**config.mk**
```make
export PLATFORM = sky130hd
export DESIGN_NAME = if_gate_counter
export DESIGN_NICKNAME = d
export VERILOG_FILES = /design/src/rtl/ifc_pkg.sv /design/src/rtl/ifc_edge_sync.sv /design/src/rtl/ifc_sat_accum.sv /design/src/rtl/ifc_ctrl.sv /design/src/rtl/if_gate_counter.sv
export SDC_FILE = /design/constraint.sdc
export NUM_CORES = 1
export LEC_CHECK = 0
export BUFFER_PORTS_ARGS = -buffer_cell sky130_fd_sc_hd__buf_2
export CORE_MARGIN = 5
export CORE_UTILIZATION = 55
export CTS_CLUSTER_DIAMETER = 200
export DETAILED_ROUTE_END_ITERATION = 8
export PLACE_DENSITY = 0.76
export SLEW_MARGIN = 10
export SYNTH_ARGS = -nofsm -noshare
export SYNTH_HDL_FRONTEND = slang
export SYNTH_SLANG_ARGS = --single-unit
```
**constraint.sdc**
```tcl
create_clock -name clk -period 4.1 [get_ports clk]
set_input_delay 0.205 -clock clk [delete_from_list [all_inputs] [get_ports clk]]
set_output_delay 0.205 -clock clk [all_outputs]
set_load 0.01 [all_outputs]
```
**src/rtl/ifc_pkg.sv**
```systemverilog
package ifc_pkg;

    typedef enum logic [1:0] {
        ST_IDLE = 2'd0,
        ST_WAIT = 2'd1,
        ST_GATE = 2'd2,
        ST_DONE = 2'd3
    } ifc_state_e;

    function automatic int unsigned max2(input int unsigned a, input int unsigned b);
        return (a > b) ? a : b;
    endfunction

endpackage

```
**src/rtl/ifc_edge_sync.sv**
```systemverilog
module ifc_edge_sync #(
    parameter int SYNC_STAGES = 2
) (
    input  logic clk,
    input  logic rst_n,
    input  logic async_in,
    output logic rise_pulse
);
    localparam int CHAIN = SYNC_STAGES + 1;

    logic [CHAIN-1:0] chain_q;

    always_ff @(posedge clk or negedge rst_n) begin
        if (!rst_n) begin
            chain_q <= '0;
        end else begin
            chain_q <= {chain_q[CHAIN-2:0], async_in};
        end
    end

    // chain_q[SYNC_STAGES-1] is the synchronized level; the top bit is its delayed copy
    assign rise_pulse = chain_q[SYNC_STAGES-1] & ~chain_q[CHAIN-1];

    p_pulse_single_r6: assert property (@(posedge clk) disable iff (!rst_n)
        rise_pulse |=> !rise_pulse)
        else $error("p_pulse_single_r6: edge pulse lasted more than one cycle");

endmodule

```
**src/rtl/ifc_sat_accum.sv**
```systemverilog
module ifc_sat_accum #(
    parameter int CNT_W = 20
) (
    input  logic             clk,
    input  logic             rst_n,
    input  logic             clr,
    input  logic             inc,
    output logic [CNT_W-1:0] value
);
    localparam logic [CNT_W-1:0] FULL = {CNT_W{1'b1}};

    logic [CNT_W-1:0] acc_q;

    always_ff @(posedge clk or negedge rst_n) begin
        if (!rst_n) begin
            acc_q <= '0;
        end else if (clr) begin
            acc_q <= '0;
        end else if (inc && (acc_q != FULL)) begin
            acc_q <= acc_q + 1'b1;
        end
    end

    assign value = acc_q;

    p_clear_zero_r2: assert property (@(posedge clk) disable iff (!rst_n)
        clr |=> (value == '0))
        else $error("p_clear_zero_r2: count not zero after clear");

    p_no_overflow_r8: assert property (@(posedge clk) disable iff (!rst_n)
        (value == FULL) && !clr |=> (value == FULL))
        else $error("p_no_overflow_r8: saturated count moved");

    p_hold_idle_r7: assert property (@(posedge clk) disable iff (!rst_n)
        !inc && !clr |=> $stable(value))
        else $error("p_hold_idle_r7: count changed without an edge");

endmodule

```
**src/rtl/ifc_ctrl.sv**
```systemverilog
module ifc_ctrl
    import ifc_pkg::*;
#(
    parameter int WAIT_SHORT = 4,
    parameter int WAIT_LONG  = 8,
    parameter int GATE_T0    = 4,
    parameter int GATE_T1    = 8,
    parameter int GATE_T2    = 32,
    parameter int GATE_T3    = 64
) (
    input  logic       clk,
    input  logic       rst_n,
    input  logic       tick,
    input  logic       latch_stb,
    input  logic       start_bit,
    input  logic [1:0] gate_sel,
    output logic       acc_clr,
    output logic       gate_open,
    output logic       busy,
    output logic       done
);
    localparam int unsigned MAX_T = max2(max2(max2(GATE_T0, GATE_T1), max2(GATE_T2, GATE_T3)),
                                         max2(WAIT_SHORT, WAIT_LONG));
    localparam int TW = $clog2(MAX_T + 1);

    ifc_state_e      state_q, state_n;
    logic            start_q;
    logic [1:0]      gsel_q;
    logic [TW-1:0]   tcnt_q;
    logic [TW-1:0]   wait_last, gate_last;
    logic            arm, drop;

    assign arm  = latch_stb &  start_bit & ~start_q;
    assign drop = latch_stb & ~start_bit;

    // last tick index of wait and gate for the select taken at arming
    always_comb begin
        unique case (gsel_q)
            2'b00: begin wait_last = TW'(WAIT_SHORT - 1); gate_last = TW'(GATE_T0 - 1); end
            2'b01: begin wait_last = TW'(WAIT_SHORT - 1); gate_last = TW'(GATE_T1 - 1); end
            2'b10: begin wait_last = TW'(WAIT_LONG  - 1); gate_last = TW'(GATE_T2 - 1); end
            default: begin wait_last = TW'(WAIT_LONG - 1); gate_last = TW'(GATE_T3 - 1); end
        endcase
    end

    // next-state logic
    always_comb begin
        state_n = state_q;
        if (drop) begin
            state_n = ST_IDLE;
        end else if (arm) begin
            state_n = ST_WAIT;
        end else begin
            unique case (state_q)
                ST_IDLE: state_n = ST_IDLE;
                ST_WAIT: if (tick && (tcnt_q == wait_last)) state_n = ST_GATE;
                ST_GATE: if (tick && (tcnt_q == gate_last)) state_n = ST_DONE;
                ST_DONE: state_n = ST_DONE;
                default: state_n = ST_IDLE;
            endcase
        end
    end

    // state register
    always_ff @(posedge clk or negedge rst_n) begin
        if (!rst_n) begin
            state_q <= ST_IDLE;
        end else begin
            state_q <= state_n;
        end
    end

    // latched control bits and tick counter
    always_ff @(posedge clk or negedge rst_n) begin
        if (!rst_n) begin
            start_q <= 1'b0;
            gsel_q  <= 2'b00;
            tcnt_q  <= '0;
        end else begin
            if (latch_stb) start_q <= start_bit;
            if (arm)       gsel_q  <= gate_sel;
            if (drop || arm || (state_n != state_q)) begin
                tcnt_q <= '0;
            end else if (tick && ((state_q == ST_WAIT) || (state_q == ST_GATE))) begin
                tcnt_q <= tcnt_q + 1'b1;
            end
        end
    end

    // outputs
    always_comb begin
        acc_clr   = drop | arm;
        gate_open = (state_q == ST_GATE);
        busy      = (state_q == ST_WAIT) || (state_q == ST_GATE);
        done      = (state_q == ST_DONE);
    end

    p_drop_idle_r2: assert property (@(posedge clk) disable iff (!rst_n)
        drop |=> (state_q == ST_IDLE))
        else $error("p_drop_idle_r2: latch of 0 did not return to IDLE");

    p_arm_wait_r3: assert property (@(posedge clk) disable iff (!rst_n)
        arm |=> (state_q == ST_WAIT))
        else $error("p_arm_wait_r3: arming latch did not enter WAIT");

    p_relatch_keeps_sel_r4: assert property (@(posedge clk) disable iff (!rst_n)
        latch_stb && start_bit && start_q |=> $stable(gsel_q))
        else $error("p_relatch_keeps_sel_r4: gate select changed on relatch");

    p_wait_no_count_r5: assert property (@(posedge clk) disable iff (!rst_n)
        (state_q == ST_WAIT) |-> !gate_open)
        else $error("p_wait_no_count_r5: gate open during WAIT");

    p_gate_close_r7: assert property (@(posedge clk) disable iff (!rst_n)
        (state_q == ST_GATE) && tick && (tcnt_q == gate_last) && !latch_stb |=> done && !busy)
        else $error("p_gate_close_r7: closing tick did not raise done");

endmodule

```
**src/rtl/if_gate_counter.sv**
```systemverilog
module if_gate_counter #(
    parameter int CNT_W       = 20,
    parameter int SYNC_STAGES = 2,
    parameter int WAIT_SHORT  = 4,
    parameter int WAIT_LONG   = 8,
    parameter int GATE_T0     = 4,
    parameter int GATE_T1     = 8,
    parameter int GATE_T2     = 32,
    parameter int GATE_T3     = 64
) (
    input  logic             clk,
    input  logic             rst_n,
    input  logic             tick_ms,
    input  logic             if_in,
    input  logic             start_bit,
    input  logic [1:0]       gate_sel,
    input  logic             latch_stb,
    output logic [CNT_W-1:0] count,
    output logic             done,
    output logic             busy
);
    logic if_rise;
    logic acc_clr;
    logic gate_open;

    ifc_edge_sync #(
        .SYNC_STAGES (SYNC_STAGES)
    ) u_sync (
        .clk        (clk),
        .rst_n      (rst_n),
        .async_in   (if_in),
        .rise_pulse (if_rise)
    );

    ifc_ctrl #(
        .WAIT_SHORT (WAIT_SHORT),
        .WAIT_LONG  (WAIT_LONG),
        .GATE_T0    (GATE_T0),
        .GATE_T1    (GATE_T1),
        .GATE_T2    (GATE_T2),
        .GATE_T3    (GATE_T3)
    ) u_ctrl (
        .clk       (clk),
        .rst_n     (rst_n),
        .tick      (tick_ms),
        .latch_stb (latch_stb),
        .start_bit (start_bit),
        .gate_sel  (gate_sel),
        .acc_clr   (acc_clr),
        .gate_open (gate_open),
        .busy      (busy),
        .done      (done)
    );

    ifc_sat_accum #(
        .CNT_W (CNT_W)
    ) u_accum (
        .clk   (clk),
        .rst_n (rst_n),
        .clr   (acc_clr),
        .inc   (gate_open & if_rise),
        .value (count)
    );

    p_done_holds_r7: assert property (@(posedge clk) disable iff (!rst_n)
        done && !latch_stb |=> done && $stable(count))
        else $error("p_done_holds_r7: result not held after completion");

    p_idle_after_drop_r2: assert property (@(posedge clk) disable iff (!rst_n)
        latch_stb && !start_bit |=> !busy && !done && (count == '0))
        else $error("p_idle_after_drop_r2: outputs not cleared by latch of 0");

endmodule

```
### Word-level counts from Yosys, hierarchy flattened

Cells that the tools add are included.

* bits in registers: 35
* output and inout bits: 22
* logic and storage cells: 49
* input port bits: 8

* multiplexer cells: 11
* bitwise gates (word level): 9
* reduce and logical (&&, ||, !) cells: 12
* add/sub/neg operators: 2
* eq/ne operators: 9

Operators with widths (count)
* two-way mux 20 bit: 2
* adder 20 x 1 -> 20 bit, second input constant: 1
* != test 20 bit, second input constant: 1
* one-hot mux 6 bit (3 select lines): 1
* two-way mux 7 bit: 2
* two-way mux 2 bit: 4
* one-hot mux 2 bit (4 select lines): 1
* adder 7 x 1 -> 7 bit, second input constant: 1
* equality test 7 x 3 -> 1 bit: 1
* equality test 7 x 6 -> 1 bit: 1
* equality test 2 bit, second input constant: 3
* bitwise AND 1 bit: 5
* equality test 2 x 1 -> 1 bit, second input constant: 2
* logical AND 1 bit: 4
* zero test 2 bit: 2
* nonzero test 2 bit: 2
* logical OR 1 bit: 3
* two-way mux 3 bit: 1
* inverter 1 bit: 3
* != test 2 bit: 1
* OR reduction 2 bit: 1
* bitwise OR 1 bit: 1

### Logic depth before layout (Yosys ltp)

* word-level depth: 12
* gate-level depth with buffers: 8
* gate-level depth less buffers: 7

### Hierarchy

Synthesis repeated with hierarchy kept, for this count alone.

* cell total of the unflattened synthesis: 227
* area, all modules: 2209.6 um^2

Modules (own cells, without submodules)
* ifc_sat_accum: times used 1, area each 1211.2 um^2, cells an instance 128, seq. area each 500.5 um^2
* ifc_ctrl: times used 1, area each 903.4 um^2, cells an instance 94, seq. area each 300.3 um^2
* ifc_edge_sync: times used 1, area each 88.8 um^2, cells an instance 4, seq. area each 75.1 um^2
* if_gate_counter: times used 1, area each 6.3 um^2, cells an instance 1, seq. area each 0.0 um^2

### Worst setup path before layout

No wires, ideal clock.

* path type: register to register
* start: reg u_ctrl.state_q[0]
* end: reg u_accum.acc_q[15] (netlist: u_accum.value[15])
* clock period less this slack: 1872 ps
* stages on the path, launching flop included: 8
* path slack: 2228 ps
* data arrival time: 1740 ps
* cells stage by stage: dfrtp_1 -> inv_1 -> ha_1 -> nand3b_1 -> nor4_2 -> o2111ai_1 -> xor2_1 -> nor2_1

* cells in the longest elaborated chain, start to end: 4

RTL lines
* from (decl): line ifc_ctrl.sv:26 `ifc_state_e state_q, state_n;`
* from (signal assigned): line ifc_ctrl.sv:69 `state_q <= state_n;`
* equality test 2 bit: line ifc_ctrl.sv:93 `gate_open = (state_q == ST_GATE);`
* bitwise AND 1 bit: line if_gate_counter.sv:61 `.inc (gate_open & if_rise),`
* logical AND 1 bit: line ifc_sat_accum.sv:19 `end else if (inc && (acc_q != FULL)) begin`
* nonzero test 2 bit (no source line)
* to (signal assigned): line ifc_sat_accum.sv:20 `acc_q <= acc_q + 1'b1;`
* to (decl): line ifc_sat_accum.sv:12 `logic [CNT_W-1:0] acc_q;`

Every way passes these cells.
A chain may end at the register's enable or synchronous reset.

### Final worst setup path

Ends and elaborated chain as after synthesis.

==> results.cfg <==
[logic_synthesis]
ys_warn_count = 0
synth-compound-area-share_pct = 11.0
synth_fa_ha_area_share_pct = 4.35
synth_cell_type_count = 50
yosysTopAreaCellShare_pct = 43.5
synth.mux.area_fraction_pct = 3.23
netlist_area_sq_um = 2010
synth_area_leaders = dfrtp_1, nor2_1, xnor2_1
synth_cells = 206
avgSynthCellArea_sq_um = 9.77
ys_ff_latch = 35
synth_top_family_by_area = simple AND/OR/NAND/NOR gates
synth_area_leader_cell = dfrtp_1
synthSimpleGateAreaFrac_pct = 26.2
ys_seq_area_share_pct = 43.5
synth_nets = 221
synth_xor_area_share_pct = 9.14

[timing]
fin_ws_ps = 1810
max_freq_ghz = 0.437
tightest_slew_ps = 843
slew_violations = 0
period_needed_ps = 2290
fin_crit_sh_pct = 55.8
relSlewSlack_pct = 43.7
tns_ps = 0
clock_skew_ps = 6.20
finalSetupViolations = 0
hold_viol = 0
rsz0062_at_grt = false

[die]
rows = 22
die_h_um = 70.5
die_area_sq_um = 4970
dieWidth_um = 70.5
core_sq_um = 3610
io_pins = 30
start_util_pct = 55.8

[grt]
grt_usage_pct = 17.6
grt_max_degree = 36
grt_pass1_wl_mm = 7.11
antenna_found_initial = 0
gr-total-overflow = 0
grt_pass1_vias = 1558

[clocking]
cts_tree = yes
cts_repair_resize_count = 0
clockBufferDepth = 2
cts_made_buffers = 5
cts-root-buf = clkbuf_8
clk_pin_slew_ps = 80
clkSinkCount = 35
clk_latency_ps = 300
h-tree-depth = 2

[power_and_ir_drop]
pwr_density_cell_nw_per_um2 = 293
leakagePower_nw = 1.04
ir_worst_vdd_v = 0.000234
p_total_uw = 674

[worst_setup_path]
crit_path_end_kind = flip-flop
start_kind = flip-flop
worst_ep_arrival_time_ps = 2440
path_class = reg2reg
path_max_fanout = 8
required_ps = 4250

[drt]
wirelength_mm = 3.96
vias = 1619
ant_nets = 0
drt_iter0_markers = 150
vias_per_cell = 5.62
drc = 0
route.detailed.wl_per_inst_um = 13.8
drtPass1Iterations = 4

[final_layout]
layout.nets = 254
multiInputGateArea_sq_um = 1090
n_antenna_cell = 0
drive_above_1_share_pct = 22.1
layout.cells.non_filler = 288
fillers = 313
synthToLayoutAreaGrowth_pct = 14.3
seq_area_sq_um = 876

[placed_design]
io_buffers = 29
place_inst = 279
dpl.hpwl_mm = 2.93
place_congestion = 0.903
place_ws_ps = 1870

[run]
maxCapViolCount = 0

[status]
status = finished, final reports clean

[worst_hold_path]
hold_path.class = in2reg
[final cells by class]
type	instances	area share, %
multi-input combinational	160	47.2
sequential	35	38.1
timing repair buffer	31	7.07
clock buffer	5	2.99
tap	48	2.61
clock inverter	3	1.03
inverter	6	0.979
[state kept, by name, summed over array words and instances (netlist names)]
signal / cells
u_sync.chain_q: 3
u_accum.value: 20
u_ctrl.gsel_q: 2
u_ctrl.state_q: 2
u_ctrl.start_q: 1
u_ctrl.tcnt_q: 7
[critical path: stages, from the launching register on]
cell and delay, ps:
dfrtp_1 460, inv_1 150, ha_1 250, nand3b_1 220, nor4_2 600, o2111ai_1 210
xor2_1 190, nor2_1 60
[timing repair]
action,4_1_cts,5_1_grt
hold buffers,1,0
buffers inserted,0,0
hold endpoints to repair,14,0
[cell families after synthesis]
family / Yosys count
buf+inv: 11
xor+xnor: 21
fa+ha+maj: 7
compound gates: 31
flops: 35
mux: 6
simple gates: 95
[through the flow]
step / area [sq um] / util [%] / hold slack, ps
final: 2300 / 63.8 / 14.9
after detailed placement: 2200 / 60.9 / 322
after global placement: 2200 / 60.9 / 314
after global routing: 2300 / 63.8 / 1.41
after CTS: 2300 / 63.8 / 9.85
after floorplan: 2010 / - / -90.6
[power by group]
| group | internal [mW] | switching (mW) | total, mW |
|---|---|---|---|
| clock | 0.121 | 0.137 | 0.258 |
| combinational | 0.0225 | 0.0305 | 0.0530 |
| sequential | 0.353 | 0.00921 | 0.363 |
[synthesized netlist by cell type, drive strengths merged]
| cell type | instances |
|---|---|
| a211o | 2 |
| a211oi | 1 |
| a21boi | 2 |
| a21o | 1 |
| a21oi | 8 |
| a22oi | 1 |
| a311o | 1 |
| a31o | 1 |
| a31oi | 1 |
| and2 | 1 |
| and3 | 4 |
| and3b | 1 |
| and4 | 1 |
| buf | 2 |
| clkbuf | 3 |
| dfrtp | 35 |
| ha | 7 |
| inv | 6 |
| mux2 | 4 |
| mux2i | 2 |
| nand2 | 14 |
| nand2b | 2 |
| nand3 | 7 |
| nand3b | 2 |
| nand4 | 12 |
| nor2 | 32 |
| nor2b | 4 |
| nor3 | 7 |
| nor4 | 3 |
| nor4b | 2 |
| o2111ai | 3 |
| o21ai | 5 |
| o22ai | 1 |
| o311ai | 2 |
| o31ai | 2 |
| or2 | 2 |
| or4 | 1 |
| xnor2 | 12 |
| xor2 | 9 |
[final timing paths]
kind,from,to,slack [ps],depth (start not counted)
hold / removal,if_in,u_sync.chain_q[0],10,1
setup reg to reg,u_ctrl.state_q[0],u_accum.value[15],1810,7
max in group asynchronous,rst_n,u_accum.value[11],3110,2
setup / recovery,u_ctrl.state_q[0],u_accum.value[15],1810,7
hold reg to reg,u_sync.chain_q[0],u_sync.chain_q[1],370,0
min in group asynchronous,rst_n,u_ctrl.start_q,510,2
[cell usage in the layout (no fill, tap or decap), types with 5 or more instances in the layout]
master | synthesis | layout
a21oi_1 | 6 | 6
buf_2 | 1 | 29
clkbuf_8 | 0 | 5
dfrtp_1 | 35 | 35
ha_1 | 7 | 7
inv_1 | 6 | 6
nand2_1 | 14 | 14
nand3_1 | 6 | 6
nand4_1 | 11 | 11
nor2_1 | 32 | 32
nor3_1 | 5 | 5
xnor2_1 | 12 | 12
xor2_1 | 9 | 9
[metal layers]
metal  GRT usage, %  routed length, um  vias up
li1               -                  -      804
met1           24.8               1940      764
met2           25.4               1740       45
met3           5.04                220        6
met4           6.81                 61        0
met5              0                  0        -
(Power assumes the default switching activity.)
